File: config.mk
export PLATFORM = sky130hd
export DESIGN_NAME = sdram_access_engine
export DESIGN_NICKNAME = d
export VERILOG_FILES = /design/src/rtl/sdram_eng_pkg.sv /design/src/rtl/sdram_addr_split.sv /design/src/rtl/sdram_cmd_seq.sv /design/src/rtl/sdram_rd_capture.sv /design/src/rtl/sdram_access_engine.sv
export SDC_FILE = /design/constraint.sdc
export NUM_CORES = 1
export LEC_CHECK = 0
export ABC_AREA = 1
export CAP_MARGIN = 20
export CORE_AREA = 2 2 97 99
export CTS_CLUSTER_SIZE = 40
export DETAILED_ROUTE_END_ITERATION = 6
export DIE_AREA = 0 0 99 101
export GPL_ROUTABILITY_DRIVEN = 0
export SLEW_MARGIN = 30
export SYNTH_ARGS = -nofsm -noshare
export SYNTH_HDL_FRONTEND = slang
export SYNTH_HIERARCHICAL = 1
export SYNTH_SLANG_ARGS = --single-unit
export TNS_END_PERCENT = 30
File: constraint.sdc
create_clock -name clk -period 1.9 [get_ports clk]
set_clock_uncertainty 0.05 [all_clocks]
set_input_delay 0.38 -clock clk [delete_from_list [all_inputs] [get_ports clk]]
set_output_delay 0.38 -clock clk [all_outputs]
set_load 0.01 [all_outputs]
File: src/rtl/sdram_eng_pkg.sv
package sdram_eng_pkg;

  // {cs_n, ras_n, cas_n, we_n}
  typedef enum logic [3:0] {
    CMD_ACT   = 4'b0011,
    CMD_PRE   = 4'b0010,
    CMD_WR    = 4'b0100,
    CMD_RD    = 4'b0101,
    CMD_NOP   = 4'b0111,
    CMD_DESEL = 4'b1111
  } sdram_cmd_e;

  typedef enum logic [1:0] {
    ST_IDLE,
    ST_RCD,
    ST_PRE,
    ST_RP
  } seq_state_e;

endpackage

File: src/rtl/sdram_addr_split.sv
module sdram_addr_split #(
  parameter int BANK_W = 2,
  parameter int ROW_W  = 12,
  parameter int COL_W  = 8,
  localparam int AW    = BANK_W + ROW_W + COL_W
) (
  input  logic [AW-1:0]     addr,
  output logic [BANK_W-1:0] bank,
  output logic [ROW_W-1:0]  row,
  output logic [COL_W-1:0]  col
);
  assign bank = addr[AW-1 -: BANK_W];
  assign row  = addr[COL_W +: ROW_W];
  assign col  = addr[COL_W-1:0];
endmodule

File: src/rtl/sdram_cmd_seq.sv
module sdram_cmd_seq
  import sdram_eng_pkg::*;
#(
  parameter int BANK_W  = 2,
  parameter int ROW_W   = 12,
  parameter int COL_W   = 8,
  parameter int DATA_W  = 16,
  parameter int T_RCD   = 3,
  parameter int T_WR    = 2,
  parameter int T_RP    = 3,
  localparam int DQM_W  = DATA_W / 8,
  localparam int MAX_T  = (T_RCD > T_WR) ? ((T_RCD > T_RP) ? T_RCD : T_RP)
                                         : ((T_WR > T_RP) ? T_WR : T_RP),
  localparam int CNT_W  = $clog2(MAX_T + 1)
) (
  input  logic              clk,
  input  logic              rst,
  input  logic              req_valid,
  input  logic              req_write,
  input  logic [BANK_W-1:0] req_bank,
  input  logic [ROW_W-1:0]  req_row,
  input  logic [COL_W-1:0]  req_col,
  input  logic [DATA_W-1:0] req_wdata,
  input  logic              rd_busy,
  output logic              req_ready,
  output logic              rd_fire,
  output sdram_cmd_e        cmd_q,
  output logic [BANK_W-1:0] ba_q,
  output logic [ROW_W-1:0]  a_q,
  output logic [DQM_W-1:0]  dqm_q,
  output logic [DATA_W-1:0] wdata_q,
  output logic              oe_q
);
  // T_RP must be at least 2: the recovery counter is loaded with T_RP-1.
  seq_state_e        state, state_n;
  logic [CNT_W-1:0]  cnt, cnt_n;
  sdram_cmd_e        cmd_n;
  logic [ROW_W-1:0]  a_n;
  logic [BANK_W-1:0] ba_n;
  logic              oe_n;
  logic              take;
  logic              wr_q;
  logic [COL_W-1:0]  col_q;
  logic              last;

  assign req_ready = (state == ST_IDLE);
  assign last      = (cnt == CNT_W'(1));

  always_comb begin
    state_n = state;
    cnt_n   = cnt;
    cmd_n   = CMD_NOP;
    a_n     = a_q;
    ba_n    = ba_q;
    oe_n    = 1'b0;
    take    = 1'b0;
    rd_fire = 1'b0;
    unique case (state)
      ST_IDLE: begin
        if (req_valid) begin
          state_n = ST_RCD;
          cnt_n   = CNT_W'(T_RCD);
          cmd_n   = CMD_ACT;
          ba_n    = req_bank;
          a_n     = req_row;
          take    = 1'b1;
        end
      end
      ST_RCD: begin
        if (last) begin
          state_n = ST_PRE;
          cnt_n   = CNT_W'(T_WR);
          cmd_n   = wr_q ? CMD_WR : CMD_RD;
          a_n     = ROW_W'(col_q);
          oe_n    = wr_q;
          rd_fire = !wr_q;
        end else begin
          cnt_n = cnt - CNT_W'(1);
        end
      end
      ST_PRE: begin
        if (last) begin
          state_n = ST_RP;
          cnt_n   = CNT_W'(T_RP - 1);
          cmd_n   = CMD_PRE;
          a_n     = '0;
        end else begin
          cnt_n = cnt - CNT_W'(1);
        end
      end
      ST_RP: begin
        if (last) state_n = ST_IDLE;
        else      cnt_n   = cnt - CNT_W'(1);
      end
      default: state_n = ST_IDLE;
    endcase
  end

  always_ff @(posedge clk) begin
    if (rst) begin
      state   <= ST_IDLE;
      cnt     <= '0;
      cmd_q   <= CMD_DESEL;
      ba_q    <= '0;
      a_q     <= '0;
      oe_q    <= 1'b0;
      dqm_q   <= '1;
      wr_q    <= 1'b0;
      col_q   <= '0;
      wdata_q <= '0;
    end else begin
      state <= state_n;
      cnt   <= cnt_n;
      cmd_q <= cmd_n;
      ba_q  <= ba_n;
      a_q   <= a_n;
      oe_q  <= oe_n;
      dqm_q <= ((state_n != ST_IDLE) || rd_busy) ? '0 : '1;
      if (take) begin
        wr_q    <= req_write;
        col_q   <= req_col;
        wdata_q <= req_wdata;
      end
    end
  end
endmodule

File: src/rtl/sdram_rd_capture.sv
module sdram_rd_capture #(
  parameter int DATA_W  = 16,
  parameter int CAS_LAT = 3
) (
  input  logic              clk,
  input  logic              rst,
  input  logic              rd_fire,
  input  logic [DATA_W-1:0] dq_i,
  output logic              rd_busy,
  output logic              rd_valid,
  output logic [DATA_W-1:0] rd_data
);
  // bit k set: a read command has been on the pins for k+1 cycles
  logic [CAS_LAT-1:0] pipe;

  generate
    if (CAS_LAT == 1) begin : g_one
      always_ff @(posedge clk) begin
        if (rst) pipe <= '0;
        else     pipe <= rd_fire;
      end
    end else begin : g_shift
      always_ff @(posedge clk) begin
        if (rst) pipe <= '0;
        else     pipe <= {pipe[CAS_LAT-2:0], rd_fire};
      end
    end
  endgenerate

  assign rd_busy = |pipe;

  always_ff @(posedge clk) begin
    if (rst) begin
      rd_valid <= 1'b0;
      rd_data  <= '0;
    end else begin
      rd_valid <= pipe[CAS_LAT-1];
      if (pipe[CAS_LAT-1]) rd_data <= dq_i;
    end
  end
endmodule

File: src/rtl/sdram_access_engine.sv
module sdram_access_engine
  import sdram_eng_pkg::*;
#(
  parameter int BANK_W  = 2,
  parameter int ROW_W   = 12,
  parameter int COL_W   = 8,
  parameter int DATA_W  = 16,
  parameter int T_RCD   = 3,
  parameter int T_WR    = 2,
  parameter int T_RP    = 3,
  parameter int CAS_LAT = 3,
  localparam int AW     = BANK_W + ROW_W + COL_W,
  localparam int DQM_W  = DATA_W / 8
) (
  input  logic              clk,
  input  logic              rst,
  input  logic              req_valid,
  input  logic              req_write,
  input  logic [AW-1:0]     req_addr,
  input  logic [DATA_W-1:0] req_wdata,
  output logic              req_ready,
  output logic              rd_valid,
  output logic [DATA_W-1:0] rd_data,
  output logic              mem_cs_n,
  output logic              mem_ras_n,
  output logic              mem_cas_n,
  output logic              mem_we_n,
  output logic [BANK_W-1:0] mem_ba,
  output logic [ROW_W-1:0]  mem_a,
  output logic [DQM_W-1:0]  mem_dqm,
  output logic [DATA_W-1:0] mem_dq_o,
  output logic              mem_dq_oe,
  input  logic [DATA_W-1:0] mem_dq_i
);
  logic [BANK_W-1:0] s_bank;
  logic [ROW_W-1:0]  s_row;
  logic [COL_W-1:0]  s_col;
  logic              rd_fire;
  logic              rd_busy;
  sdram_cmd_e        cmd_q;

  sdram_addr_split #(.BANK_W(BANK_W), .ROW_W(ROW_W), .COL_W(COL_W)) u_split (
    .addr (req_addr),
    .bank (s_bank),
    .row  (s_row),
    .col  (s_col)
  );

  sdram_cmd_seq #(
    .BANK_W(BANK_W), .ROW_W(ROW_W), .COL_W(COL_W), .DATA_W(DATA_W),
    .T_RCD(T_RCD), .T_WR(T_WR), .T_RP(T_RP)
  ) u_seq (
    .clk       (clk),
    .rst       (rst),
    .req_valid (req_valid),
    .req_write (req_write),
    .req_bank  (s_bank),
    .req_row   (s_row),
    .req_col   (s_col),
    .req_wdata (req_wdata),
    .rd_busy   (rd_busy),
    .req_ready (req_ready),
    .rd_fire   (rd_fire),
    .cmd_q     (cmd_q),
    .ba_q      (mem_ba),
    .a_q       (mem_a),
    .dqm_q     (mem_dqm),
    .wdata_q   (mem_dq_o),
    .oe_q      (mem_dq_oe)
  );

  sdram_rd_capture #(.DATA_W(DATA_W), .CAS_LAT(CAS_LAT)) u_cap (
    .clk      (clk),
    .rst      (rst),
    .rd_fire  (rd_fire),
    .dq_i     (mem_dq_i),
    .rd_busy  (rd_busy),
    .rd_valid (rd_valid),
    .rd_data  (rd_data)
  );

  assign mem_cs_n  = cmd_q[3];
  assign mem_ras_n = cmd_q[2];
  assign mem_cas_n = cmd_q[1];
  assign mem_we_n  = cmd_q[0];
endmodule

==> flow_summary.toml <==
[detailed_routing]
ant_nets = 0
drtIter0Drc = 58
via_per_inst = 4.38
drtPass1Iterations = 4
wire_per_inst_um = 10.9
drc = 0
totalWireLength_mm = 6.90
vias = 2770

[layout]
final_util_pct = 48.5
nets = 581
num-fill-cells = 913
syn2layout_area_growth_pct = 42.3
drive_above_1_share_pct = 6.72
antenna_cells = 0

[worst_setup_path]
ff2ff_setup_slack_ns = 0.24
startpoint_type = "flip-flop"
crit_arrival_ns = 1.36
slowest_stage = "dfxtp_1"
startpoint = "u_seq/state[0]"
reg2regPathDepth = 8
crit_chain = "inv_1 > ha_2 > dlygate4sd2_1"
cp.required_ns = 1.47
timing.rr.end = "u_seq/a_q[0]"
crit_path_end_kind = "output pin"
critPathMaxFanout = 4
r2r_start = "u_seq/state[0]"
crit_path_max_incr_delay_ns = 0.39
path_class = "flip-flop to output pin"
endpoint = "req_ready"

[synth]
synth_area_leaders = "dfxtp_1, nor2_1, nand2_1"
yosys_warnings = 6
syn_area_per_cell_sq_um = 7.20
synthCells = 425
synth_top_area_share_pct = 45.2
yosysTopAreaCell = "dfxtp_1"
ys_seq_area_share_pct = 45.2
synth_fp_nets = 490
ys_types = 24
ys_ff_latch = 69
syn_area_sq_mm = 0.00306

[clock_network]
holdBufCountCts = 0
cts_tree = "yes"
clkTransAtPathRegs_ns = 0.07
cts-root-buf = "clkbuf_8"
clock_latency_ns = 0.33
cts-resized-gates = 2
cts_buffers = 9
h-tree-depth = 3
post-cts-setup-buffers = 0
cts_num_sinks = 69
clockBufferDepth = 2

[power]
p_seq_share_pct = 42.1
power_mw = 3.84
peakVddDrop_mv = 0.395
leakagePower_nw = 1.90
power_frac_comb_pct = 19.8
p_per_area_mw_per_mm2 = 883
netSwitchingFraction_pct = 25.4
power.share.clock_pct = 38.1
p_int_mw = 2.87
p_switching_mw = 0.976

[sta]
period_share_pct = 94.4
worst_slack_ns = 0.106
setup_tns_ns = 0
setup_viol = 0
hold_viol = 0
drv_slew = 0
rsz0062_at_grt = "no"
max_freq_ghz = 0.557
worstMarginPinSlew_ns = 0.314
post-route-min-period_ns = 1.79
relSlewSlack_pct = 79.0

[global_route]
grt_pass1_vias = 2659
antenna_found_initial = 0
grt-ovfl-total = 0
grt_util_all_layers_pct = 14.3
grt_max_degree = 43
grt_pass1_wl_mm = 11.6

[placement]
hpwl_mm = 5.06
dp_slack_ns = 0.0252
place.port_buffers = 112

[die]
fp.dieW_um = 99
boundaryPins = 113
rows = 35
start_util_pct = 34.1
die_y_um = 101
core_sq_mm = 0.00898
die-area_sq_mm = 0.0100

[job]
cap_violations = 0

[status]
status = "complete, no violations"

[worst_hold_path]
min_path_type = "flip-flop to flip-flop"
-- metrics by stage --
step	hold slack (ns)	area, sq um	instances
2_1_floorplan	0.358	3060	425
3_3_place_gp	0.368	4110	616
3_5_place_dp	0.377	4110	616
4_1_cts	0.387	4350	632
5_1_grt	0.412	4350	632
6_report	0.388	4350	632
-- cell type report --
class                      instances  area [sq um]  area share [%]
clock inverter                     6           110            2.53
inverter                          48           180            4.14
timing repair buffer             120          1200            27.7
sequential                        69          1380            31.7
clock buffer                      10           138            3.16
multi-input combinational        268          1200            27.6
tap                              111           139            3.19
-- flip-flops by register name (all words and copies together) (netlist names) --
register	flops
u_seq/ba_q	2
u_seq/oe_q	1
u_cap/rd_valid	1
u_seq/a_q	12
u_seq/state	2
u_seq/col_q	8
u_cap/rd_data	16
u_seq/cmd_q	4
u_seq/wdata_q	16
u_cap/pipe	3
u_seq/wr_q	1
u_seq/cnt	2
u_seq/dqm_q	1
-- kinds of logic after synthesis --
logic type,Yosys count,synth area share (%)
compound gates,50,8.38
fa+ha+maj,7,2.86
buf+inv,88,15.7
flops,69,45.2
simple gates,211,27.9
-- synthesized netlist by cell type, drive strengths merged --
library cell,instances
a211oi,1
a21oi,12
buf,32
clkbuf,8
dfxtp,69
ha,7
inv,48
nand2,87
nand3,10
nand4,1
nor2,110
nor3,3
o21ai,35
o21bai,1
o22ai,1
-- worst max-delay path, delay by kind of cell, from the launching register on --
kind       cells  cell delay [ns]
fa+ha+maj      1             0.23
buf+inv        2             0.42
flops          1             0.39
-- worst min-delay path by stage --
stage | endpoint | cells past startpoint | startpoint | slack, ns
final | u_cap/pipe[2] | 2 | u_cap/pipe[1] | 0.39
after global routing | u_cap/pipe[1] | 2 | u_cap/pipe[0] | 0.41
after CTS | u_cap/pipe[2] | 2 | u_cap/pipe[1] | 0.39
after detailed placement | u_cap/pipe[2] | 2 | u_cap/pipe[1] | 0.38
after global placement | u_cap/pipe[2] | 2 | u_cap/pipe[1] | 0.37
after floorplan | u_seq/cmd_q[3] | 0 | rst | 0.36
-- layout by cell type (no fill, tap or decap), drive strengths merged --
master and count:
dlygate4sd2 1, o22ai 1, clkinvlp 2, clkdlybuf4s50 111, clkinv 1, clkbuf 10
dfxtp 69, inv 48, o21ai 35, nand4 1, buf 8, bufinv 3
nor3 3, ha 7, nand2 87, o21bai 1, nor2 110, nand3 10
a21oi 12, a211oi 1
-- per-layer routing --
layer	vias up	share of wire (%)	track usage (%)
met5	-	0	0
met4	0	1.4	5.80
met3	8	11	6.38
met2	92	43	22.8
met1	1217	45	16.7
li1	1453	-	-
-- power by group through the flow --
| stage | clock, mW | combinational, mW | sequential (mW) |
|---|---|---|---|
| 2_1_floorplan | 0 | 0.381 | 1.69 |
| 3_3_place_gp | 0 | 0.758 | 1.65 |
| 3_5_place_dp | 0 | 0.767 | 1.65 |
| 4_1_cts | 1.52 | 0.770 | 1.62 |
| 5_1_grt | 1.58 | 0.857 | 1.63 |
| 6_report | 1.47 | 0.760 | 1.62 |
No activity file was read; power rests on OpenSTA's default activity.
